**src/rtl/sdl_pkg.sv**
```systemverilog
package sdl_pkg;

  // Phase of the line engine: intake, backward sweep, emission.
  typedef enum logic [1:0] {
    ST_LOAD  = 2'd0,
    ST_BACK  = 2'd1,
    ST_MERGE = 2'd2
  } sdl_state_e;

endpackage

```
**src/rtl/sdl_pick.sv**
```systemverilog
// Two-input compare-select: larger value for dilation, smaller for erosion.
module sdl_pick #(
  parameter int W = 8
) (
  input  logic         erode,
  input  logic [W-1:0] a,
  input  logic [W-1:0] b,
  output logic [W-1:0] y
);

  logic a_less;

  always_comb begin
    a_less = (a < b);
    if (erode) y = a_less ? a : b;
    else       y = a_less ? b : a;
  end

endmodule

```
**src/rtl/sdl_linebuf.sv**
```systemverilog
// One line of pixel storage: synchronous write, combinational read.
module sdl_linebuf #(
  parameter int W     = 8,
  parameter int DEPTH = 64,
  parameter int AW    = $clog2(DEPTH)
) (
  input  logic          clk,
  input  logic          we,
  input  logic [AW-1:0] waddr,
  input  logic [W-1:0]  wdata,
  input  logic [AW-1:0] raddr,
  output logic [W-1:0]  rdata
);

  logic [W-1:0] mem [DEPTH];

  always_ff @(posedge clk) begin
    if (we) mem[waddr] <= wdata;
  end

  assign rdata = mem[raddr];

endmodule

```
**src/rtl/sdl_ctrl.sv**
```systemverilog
// Sequencer: index counter, block-phase counter, captured configuration.
module sdl_ctrl
  import sdl_pkg::*;
#(
  parameter int MAX_LEN = 64,
  parameter int MAX_K   = 15,
  parameter int AW      = $clog2(MAX_LEN),
  parameter int KW      = $clog2(MAX_K + 1)
) (
  input  logic          clk,
  input  logic          rst_n,
  input  logic          in_valid,
  input  logic          in_last,
  input  logic [KW-1:0] k_cfg,
  input  logic          op_sel,
  input  logic          out_ready,
  output logic          in_ready,
  output logic          in_acc,
  output logic          back_en,
  output logic          out_valid,
  output logic          out_last,
  output logic          g_restart,
  output logic          h_restart,
  output logic [AW-1:0] pos,
  output logic [AW-1:0] last_idx,
  output logic [KW-1:0] last_ph,
  output logic [KW-1:0] k_q,
  output logic          op_q
);

  sdl_state_e    state;
  logic [KW-1:0] phase;
  logic [KW-1:0] k_eff;
  logic          line_end;
  logic          at_tail;

  // The first pixel uses the live configuration; later ones use the capture.
  assign k_eff    = (pos == '0) ? k_cfg : k_q;
  assign line_end = in_last || (pos == AW'(MAX_LEN - 1));
  assign at_tail  = (pos == last_idx);

  assign in_ready  = (state == ST_LOAD);
  assign in_acc    = in_ready && in_valid;
  assign back_en   = (state == ST_BACK);
  assign out_valid = (state == ST_MERGE);
  assign out_last  = out_valid && at_tail;

  // Forward array restarts at index 0 of each block of k.
  assign g_restart = (phase == '0);
  // Backward array restarts at the line tail and at the last index of each block.
  assign h_restart = at_tail || (phase == k_q - KW'(1));

  always_ff @(posedge clk or negedge rst_n) begin
    if (!rst_n) begin
      state    <= ST_LOAD;
      pos      <= '0;
      phase    <= '0;
      k_q      <= KW'(1);
      op_q     <= 1'b0;
      last_idx <= '0;
      last_ph  <= '0;
    end else begin
      unique case (state)
        ST_LOAD: begin
          if (in_acc) begin
            if (pos == '0) begin
              k_q  <= k_cfg;
              op_q <= op_sel;
            end
            if (line_end) begin
              state    <= ST_BACK;
              last_idx <= pos;
              last_ph  <= phase;
            end else begin
              pos   <= pos + AW'(1);
              phase <= (phase == k_eff - KW'(1)) ? '0 : phase + KW'(1);
            end
          end
        end
        ST_BACK: begin
          if (pos == '0) begin
            state <= ST_MERGE;
          end else begin
            pos   <= pos - AW'(1);
            phase <= (phase == '0) ? k_q - KW'(1) : phase - KW'(1);
          end
        end
        ST_MERGE: begin
          if (out_ready) begin
            if (at_tail) begin
              state <= ST_LOAD;
              pos   <= '0;
              phase <= '0;
            end else begin
              pos <= pos + AW'(1);
            end
          end
        end
        default: state <= ST_LOAD;
      endcase
    end
  end

endmodule

```
**src/rtl/sdl_merge_sel.sv**
```systemverilog
// Chooses which forward/backward entries form output y, emulating padding
// at both line ends purely by index comparison.
module sdl_merge_sel #(
  parameter int AW = 6,
  parameter int KW = 4,
  parameter int IW = 8
) (
  input  logic [AW-1:0] y,
  input  logic [AW-1:0] last_idx,
  input  logic [KW-1:0] k,
  input  logic [KW-1:0] last_ph,
  output logic [AW-1:0] g_addr,
  output logic [AW-1:0] h_addr,
  output logic          use_g,
  output logic          use_h
);

  logic [IW-1:0] yw, r, ahead, li, pad_end;

  always_comb begin
    yw      = IW'(y);
    r       = IW'(k >> 1);
    ahead   = yw + r;
    li      = IW'(last_idx);
    // Last index of the virtual padded line (a whole number of blocks).
    pad_end = li + IW'(k) - IW'(1) - IW'(last_ph);

    g_addr = '0;
    h_addr = '0;
    use_g  = 1'b0;
    use_h  = 1'b0;

    if (yw < r) begin
      // Window clipped on the left: lies wholly in block 0, forward prefix suffices.
      use_g  = 1'b1;
      g_addr = (ahead > li) ? last_idx : AW'(ahead);
    end else begin
      use_h  = 1'b1;
      h_addr = y - AW'(k >> 1);
      if (ahead <= li) begin
        use_g  = 1'b1;
        g_addr = AW'(ahead);
      end else if (ahead <= pad_end) begin
        use_g  = 1'b1;
        g_addr = last_idx;
      end
    end
  end

endmodule

```
**src/rtl/seg_line_dilate.sv**
```systemverilog
module seg_line_dilate #(
  parameter int W       = 8,
  parameter int MAX_LEN = 64,
  parameter int MAX_K   = 15,
  localparam int AW     = $clog2(MAX_LEN),
  localparam int KW     = $clog2(MAX_K + 1),
  localparam int IW     = $clog2(MAX_LEN + MAX_K) + 1
) (
  input  logic          clk,
  input  logic          rst_n,
  input  logic [KW-1:0] k_cfg,
  input  logic          op_sel,
  input  logic [W-1:0]  pix_in,
  input  logic          in_valid,
  output logic          in_ready,
  input  logic          in_last,
  output logic [W-1:0]  pix_out,
  output logic          out_valid,
  input  logic          out_ready,
  output logic          out_last
);

  logic          in_acc, back_en, g_restart, h_restart, op_q;
  logic [AW-1:0] pos, last_idx, g_addr, h_addr;
  logic [KW-1:0] last_ph, k_q;
  logic          use_g, use_h;

  logic [W-1:0]  f_rd, g_rd, h_rd;
  logic [W-1:0]  g_run, h_run;
  logic [W-1:0]  g_step, h_step, m_pick;
  logic [W-1:0]  g_val, h_val;

  sdl_ctrl #(
    .MAX_LEN(MAX_LEN), .MAX_K(MAX_K), .AW(AW), .KW(KW)
  ) u_ctrl (
    .clk(clk), .rst_n(rst_n),
    .in_valid(in_valid), .in_last(in_last),
    .k_cfg(k_cfg), .op_sel(op_sel), .out_ready(out_ready),
    .in_ready(in_ready), .in_acc(in_acc), .back_en(back_en),
    .out_valid(out_valid), .out_last(out_last),
    .g_restart(g_restart), .h_restart(h_restart),
    .pos(pos), .last_idx(last_idx), .last_ph(last_ph),
    .k_q(k_q), .op_q(op_q)
  );

  // Forward pass, computed while the line streams in.
  sdl_pick #(.W(W)) u_pick_fwd (.erode(op_q), .a(g_run), .b(pix_in), .y(g_step));
  assign g_val = g_restart ? pix_in : g_step;

  // Backward pass over the stored line.
  sdl_pick #(.W(W)) u_pick_bwd (.erode(op_q), .a(h_run), .b(f_rd), .y(h_step));
  assign h_val = h_restart ? f_rd : h_step;

  always_ff @(posedge clk or negedge rst_n) begin
    if (!rst_n) begin
      g_run <= '0;
      h_run <= '0;
    end else begin
      if (in_acc)  g_run <= g_val;
      if (back_en) h_run <= h_val;
    end
  end

  sdl_linebuf #(.W(W), .DEPTH(MAX_LEN), .AW(AW)) u_buf_f (
    .clk(clk), .we(in_acc), .waddr(pos), .wdata(pix_in), .raddr(pos), .rdata(f_rd)
  );
  sdl_linebuf #(.W(W), .DEPTH(MAX_LEN), .AW(AW)) u_buf_g (
    .clk(clk), .we(in_acc), .waddr(pos), .wdata(g_val), .raddr(g_addr), .rdata(g_rd)
  );
  sdl_linebuf #(.W(W), .DEPTH(MAX_LEN), .AW(AW)) u_buf_h (
    .clk(clk), .we(back_en), .waddr(pos), .wdata(h_val), .raddr(h_addr), .rdata(h_rd)
  );

  sdl_merge_sel #(.AW(AW), .KW(KW), .IW(IW)) u_sel (
    .y(pos), .last_idx(last_idx), .k(k_q), .last_ph(last_ph),
    .g_addr(g_addr), .h_addr(h_addr), .use_g(use_g), .use_h(use_h)
  );

  // Merge: third compare-select per pixel.
  sdl_pick #(.W(W)) u_pick_merge (.erode(op_q), .a(g_rd), .b(h_rd), .y(m_pick));

  always_comb begin
    if (use_g && use_h) pix_out = m_pick;
    else if (use_g)     pix_out = g_rd;
    else                pix_out = h_rd;
  end

endmodule

```
**config.mk**
```make
export PLATFORM = sky130hd
export DESIGN_NAME = seg_line_dilate
export DESIGN_NICKNAME = d
export VERILOG_FILES = /design/src/rtl/sdl_pkg.sv /design/src/rtl/sdl_pick.sv /design/src/rtl/sdl_linebuf.sv /design/src/rtl/sdl_ctrl.sv /design/src/rtl/sdl_merge_sel.sv /design/src/rtl/seg_line_dilate.sv
export SDC_FILE = /design/constraint.sdc
export NUM_CORES = 2
export LEC_CHECK = 0
export BUFFER_PORTS_ARGS = -buffer_cell sky130_fd_sc_hd__buf_2
export CAP_MARGIN = 20
export CORE_MARGIN = 3
export CORE_UTILIZATION = 46
export DETAILED_ROUTE_END_ITERATION = 6
export PLACE_DENSITY = 0.6
export SLEW_MARGIN = 20
export SYNTH_ARGS = -nofsm -noshare
export SYNTH_HDL_FRONTEND = slang
export SYNTH_SLANG_ARGS = --single-unit
```
**constraint.sdc**
```tcl
create_clock -name clk -period 9.8 [get_ports clk]
set_clock_uncertainty 0.2 [all_clocks]
set_input_delay 0.49 -clock clk [delete_from_list [all_inputs] [get_ports clk]]
set_output_delay 0.49 -clock clk [all_outputs]
set_load 0.02 [all_outputs]
```
# ---- After elaboration in Yosys (flattened, before gate mapping)
# Memory sizes are Yosys's and may differ from the RTL's.
# Index checks and enable logic that the tools add are counted.
dict set report op_classes {
  n_lt_le_gt_ge 7
  eq_ne 13
  reduce_logical 15
  addsub 11
  n_mux 47
}
# cell count
set op_table {}
lappend op_table {{$mux 8} 13}
lappend op_table {{$mux 6} 10}
lappend op_table {{$mux 4} 8}
lappend op_table {{$lt 8x8->1} 3}
lappend op_table {{$pmux 6 s3} 1}
lappend op_table {{$ne 2x2->1 const B} 6}
lappend op_table {{$pmux 4 s3} 1}
lappend op_table {{$sub 4x1->4 const B} 3}
lappend op_table {{$mux 2} 5}
lappend op_table {{$reduce_and 5->1} 2}
lappend op_table {{$eq 4x4->1} 2}
lappend op_table {{$gt 8x6->1} 1}
lappend op_table {{$le 8x6->1} 1}
lappend op_table {{$le 8x8->1} 1}
lappend op_table {{$mux 1} 8}
lappend op_table {{$sub 8x1->8 const B} 1}
lappend op_table {{$sub 8x4->8} 1}
lappend op_table {{$add 6x3->7} 1}
lappend op_table {{$add 6x4->7} 1}
lappend op_table {{$add 6x1->6 const B} 1}
lappend op_table {{$eq 6x6->1} 1}
lappend op_table {{$eq 6x6->1 const B} 1}
lappend op_table {{$logic_not 6->1} 1}
lappend op_table {{$lt 6x3->1} 1}
lappend op_table {{15 further kinds} 19}
dict set report totals {
  n_memories 3
  ram_bits 1536
  input_bits 18
  elab_cells 105
  register_bits 43
}
# name words width rd rd_clocked_by_memory_dff wr line
set mem_list {}
lappend mem_list {u_buf_f.mem 64 8 1 0 1 sdl_linebuf.sv:15} ;# logic [W-1:0] mem [DEPTH];
lappend mem_list {u_buf_g.mem 64 8 1 0 1 sdl_linebuf.sv:15}
lappend mem_list {u_buf_h.mem 64 8 1 0 1 sdl_linebuf.sv:15}

# ---- Depth between registers and ports, before layout
# An unclocked memory read counts as a cell.
dict set report depth {
  word_depth 12
  ltp_mapped 37
}

# ---- By module
# A second synthesis with hierarchy kept.
dict set report hier_totals {
  cells_unflattened 3378
  hier_area_um2 65486.6
}
# mod seq_area_each_um2 n_inst area_each_um2 cells_each
set modules_own_cells {}
lappend modules_own_cells {sdl_linebuf 15374.7 3 20006.7 932}
lappend modules_own_cells {sdl_ctrl 676.9 1 2013.2 200}
lappend modules_own_cells {sdl_pick 0.0 3 421.7 55}
lappend modules_own_cells {sdl_merge_sel 0.0 1 1111.1 138}
lappend modules_own_cells {seg_line_dilate 400.4 1 1077.3 79}

# ---- Worst setup path after synthesis
# No wires, ideal clock.
dict set report synth_timing {
  kind {reg-to-output}
  from {register u_ctrl.k_q[0]}
  to {output pix_out[0]}
  stages_incl_launch_ff 34
  arrival_ps 6778
  path_slack_ps 2332
  cell_sequence {dfstp_2 -> ha_1 -> inv_1 -> fa_1 -> fa_1 -> nor2_1 -> o21ai_0 -> nand2b_1 -> mux2i_1 -> a31oi_1 -> ha_1 -> and3_1 -> and3_1 -> a32oi_1 -> nand4_1 -> nor2_1 -> or2_1 -> clkbuf_1 -> clkbuf_1 -> buf_2 -> a21oi_1 -> o21ai_0 -> a21oi_1 -> a311oi_1 -> inv_1 -> ha_1 -> a21o_1 -> a21o_1 -> a221oi_1 -> o21ai_0 -> a22oi_1 -> and3_1 -> buf_6 -> mux2i_1}
}
dict set report synth_between {
  elab_chain_len 12
}
# element line
set synth_lines {}
lappend synth_lines {{from (decl)} sdl_ctrl.sv:27} ;# output logic [KW-1:0] k_q,
lappend synth_lines {{from (signal assigned)} sdl_ctrl.sv:67} ;# k_q <= k_cfg;
lappend synth_lines {{$add 6x4->7 (*)} sdl_merge_sel.sv:26} ;# pad_end = li + IW'(k) - IW'(1) - IW'(last_ph);
lappend synth_lines {{$sub 8x1->8 (*)} sdl_merge_sel.sv:26}
lappend synth_lines {{$sub 8x4->8 (*)} sdl_merge_sel.sv:26}
lappend synth_lines {{$le 8x8->1 (*)} sdl_merge_sel.sv:43} ;# end else if (ahead <= pad_end) begin
lappend synth_lines {{$mux 6} sdl_merge_sel.sv:43}
lappend synth_lines {{$mux 6} sdl_merge_sel.sv:40} ;# if (ahead <= li) begin
lappend synth_lines {{$mux 6} sdl_merge_sel.sv:33} ;# if (yw < r) begin
lappend synth_lines {{$mem_v2 64x8} n/a}
lappend synth_lines {{$lt 8x8->1} sdl_pick.sv:14} ;# a_less = (a < b);
lappend synth_lines {{$mux 8, on equally long branches} {sdl_pick.sv:16, sdl_pick.sv:15}}
lappend synth_lines {{$mux 8} sdl_pick.sv:15} ;# if (erode) y = a_less ? a : b;
lappend synth_lines {{$mux 8 (*)} seg_line_dilate.sv:83} ;# if (use_g && use_h) pix_out = m_pick;
lappend synth_lines {{to (decl)} seg_line_dilate.sv:17} ;# output logic [W-1:0] pix_out,
# Every way passes the cells marked *; elsewhere a longest branch is shown, timed or not.

# ---- Worst setup path after layout
dict set report layout_timing {
  from {register u_ctrl.k_q[0]}
  to {output pix_out[3]}
}
# Same word-level chain as after synthesis.

==> run metrics <==
initial antenna violation count 7; Worst Path Buf+Inv 8; Synth Area in Compound Gates 0.109; CP Launch Type flip-flop; Worst-path clk slew roughly 60 ps; clock sink count 1579; r2r worst-path depth 20; endpoint required time on the critical path roughly 9100 ps; fin crit share 0.962; Final GP Congestion ~0.94; initial drt markers roughly 5200; xor/xnor cell area share of the yosys netlist 0.00465; HP Class input port to flip-flop; most frequent cells in the layout 1536 x edfxtp_1, 634 x nand2_1, 221 x nand3_1; final net count approximately 4600; vias in the first global route about 39000; TritonRoute pass-1 iters 7; Global Route Usage Sum 0.268; multiplexer share of the synthesized area 0.0221; Netlist Area Pre-Place between 60000 and 70000 um2; number of synthesized flops with an enable pin roughly 1500; CP top delay family compound AO/OA/AOI/OAI gates; Slew Viols, Final 0; Worst R2R Start u_ctrl.pos[2]; P&R area growth vs syn 13.6%; die area ~140000 um2; Antenna Violating Nets Remaining 0; final hold violation count 0; Total Wirelength a little under 200000 um; Area contributors post-synth edfxtp_1 72%, nand2_1 3.7%, nand3_1 1.7%; Filler cells approximately 11000; layout cells sized above 1 0.143; ys async rst share 0.0272; hold slack about 120 ps; PortBufs 28; Top Ports 29; worst hold path startpoint pix_in[7]; Seq/Total Area, Yosys 0.737; total gr overflow 0; Skew-Pair Late Insertion Delay approximately 800 ps; DR WL/cell 30.0 um; Post-Synth Simple-Gate Area 0.0916; worst stage delay on the critical path roughly 590 ps; Via Count 40900; outcome completed; via/cell ratio approximately 6.3; Mapped Nets 4496; Peak Freq between 0.1 and 0.15 GHz; most common cell after layout, fill and taps aside edfxtp_1; critical path capture point type output port; main combinational cell family by area after synthesis compound AO/OA/AOI/OAI gates; Main synth FF type edfxtp_1; Unique masters post-synth 86; Clock Path Buffers 3; total CTS buffers 163; Synth top area share 0.721; syn avg cell area around 14 um2; Tightest Pin Transition 1230 ps; residual DRC count 0; R2R setup slack around 2400 ps; Max Cap Viol 0; synth warn 0; FF-to-FF End u_buf_h.mem[56][1]; kind of critical path flip-flop to output port; Setup Viol. Count Final 0; initial core utilization 0.464; adder-cell area share of the yosys netlist 0.0126; Critical Path AT about 8700 ps; area of the multi-input gates 15800 um2; dpl hpwl roughly 120000 um; Worst path slowest cell dfstp_2; cell accounting for the most synthesized area edfxtp_1; H-tree depth 4; row count between 100 and 150; Worst Hold Path Cells 2; Die Width 379 um; Yosys reg bits between 1500 and 2000; Core ar. approximately 140000 um2; CTS tree yes; largest net degree at the start of global routing 130; Hold EP u_buf_f.mem[44][7]; cells after synthesis 4416; global-route wire length before repair between 200000 and 300000 um; root buf cell clkbuf_16; worst rel slew slack 0.175; CP Max Fanout 21; Tmin final 9430 ps; Die Span Y around 380 um; register area 47200 um2
registers in the layout (all words and copies together) (netlist names), 6 cells and up:
| signal | flops |
|---|---|
| u_buf_f.mem | 512 |
| u_buf_g.mem | 512 |
| u_buf_h.mem | 512 |
| g_run | 8 |
| h_run | 8 |
| u_ctrl.last_idx | 6 |
| u_ctrl.pos | 6 |
cell usage after synthesis, drive strengths merged (26+ instances only):
cell / n
nor2: 218
a22oi: 142
o211ai: 90
and3: 54
mux2i: 41
mux2: 72
buf: 108
clkbuf: 187
edfxtp: 1536
o21ai: 92
nand2: 641
or3: 74
a31oi: 126
ha: 58
a221oi: 59
a21oi: 134
nand4: 32
nand3: 221
a311oi: 27
o221ai: 79
dfrtp: 42
inv: 57
a211oi: 26
a22o: 45
logic make-up after synthesis:
| group | count (synthesis) |
|---|---|
| AOI/OAI and AO/OA | 951 |
| xor gates and xnor gates | 34 |
| adders and majority gates | 62 |
| buffers and inverters | 352 |
| DFF | 1579 |
| muxes | 120 |
| and+or+nand+nor | 1318 |
metal layers:
layer / routed length [um] / GRT usage / vias to the layer above
met1: 80700 / 0.389 / 20800
met5: 27 / 0 / -
met2: 86500 / 0.393 / 2223
met4: 7400 / 0.105 / 4
li1: - / - / 17500
met3: 19000 / 0.0586 / 366
worst reg2reg max path, cell delays in order (launching register included):
cell and delay, ps:
dfrtp_1 350, buf_4 370, buf_4 410, nand2b_1 340, nor2_4 170, buf_12 240
a22o_1 240, a221oi_1 220, a31oi_1 220, nor4_1 1060, nand3_1 440, inv_1 140
ha_1 230, a21boi_1 130, o211a_1 200, o21ai_1 180, a21oi_2 90, xnor2_1 410
nor2_4 140, mux2_2 760, buf_4 550
metrics by stage:
step | TNS [ps] | worst slack, ps | instance area (um2) | cells | utilization
6_report | 0 | 374 | 72700 | 6457 | 0.528
5_1_grt | -114 | -32.3 | 72700 | 6454 | 0.528
4_1_cts | 0 | 13.9 | 72400 | 6433 | 0.525
3_5_place_dp | 0 | 352 | 66900 | 6124 | 0.486
3_3_place_gp | 0 | 439 | 66900 | 6124 | 0.486
2_1_floorplan | 0 | 2330 | 64000 | 4416 | -
area by class of cell:
class | count | area share
sequential | 1579 | 0.649
multi-input combinational | 2489 | 0.217
clock buffer | 215 | 0.0602
tap | 1794 | 0.0309
timing repair buffer | 243 | 0.0275
clock inverter | 77 | 0.0120
inverter | 57 | 0.00298
antenna | 3 | 0.000103
worst max path at each step:
stage / from / end / slack, ps / depth (start not counted)
finish: u_ctrl.k_q[0] / pix_out[3] / 370 / 36
global placement: u_ctrl.k_q[0] / pix_out[5] / 440 / 33
detailed placement: u_ctrl.k_q[0] / pix_out[5] / 350 / 33
CTS: u_ctrl.k_q[0] / pix_out[5] / 10 / 31
global route: u_ctrl.k_q[0] / pix_out[1] / -30 / 37
floorplan: u_ctrl.k_q[0] / pix_out[0] / 2330 / 33
what timing repair did:
| action | 4_1_cts | 5_1_grt |
|---|---|---|
| pin swaps | 5 | 11 |
| setup endpoints to repair | 8 | 8 |
| gates cloned | 5 | 1 |
| resized for setup | 9 | 19 |
| hold endpoints to repair | 60 | 0 |
| setup buffers | 4 | 20 |
| hold buffers | 8 | 0 |
Power is left out: the tool's default activity adds up to more than one toggle a clock period on the data nets, which glitch-free logic cannot reach.
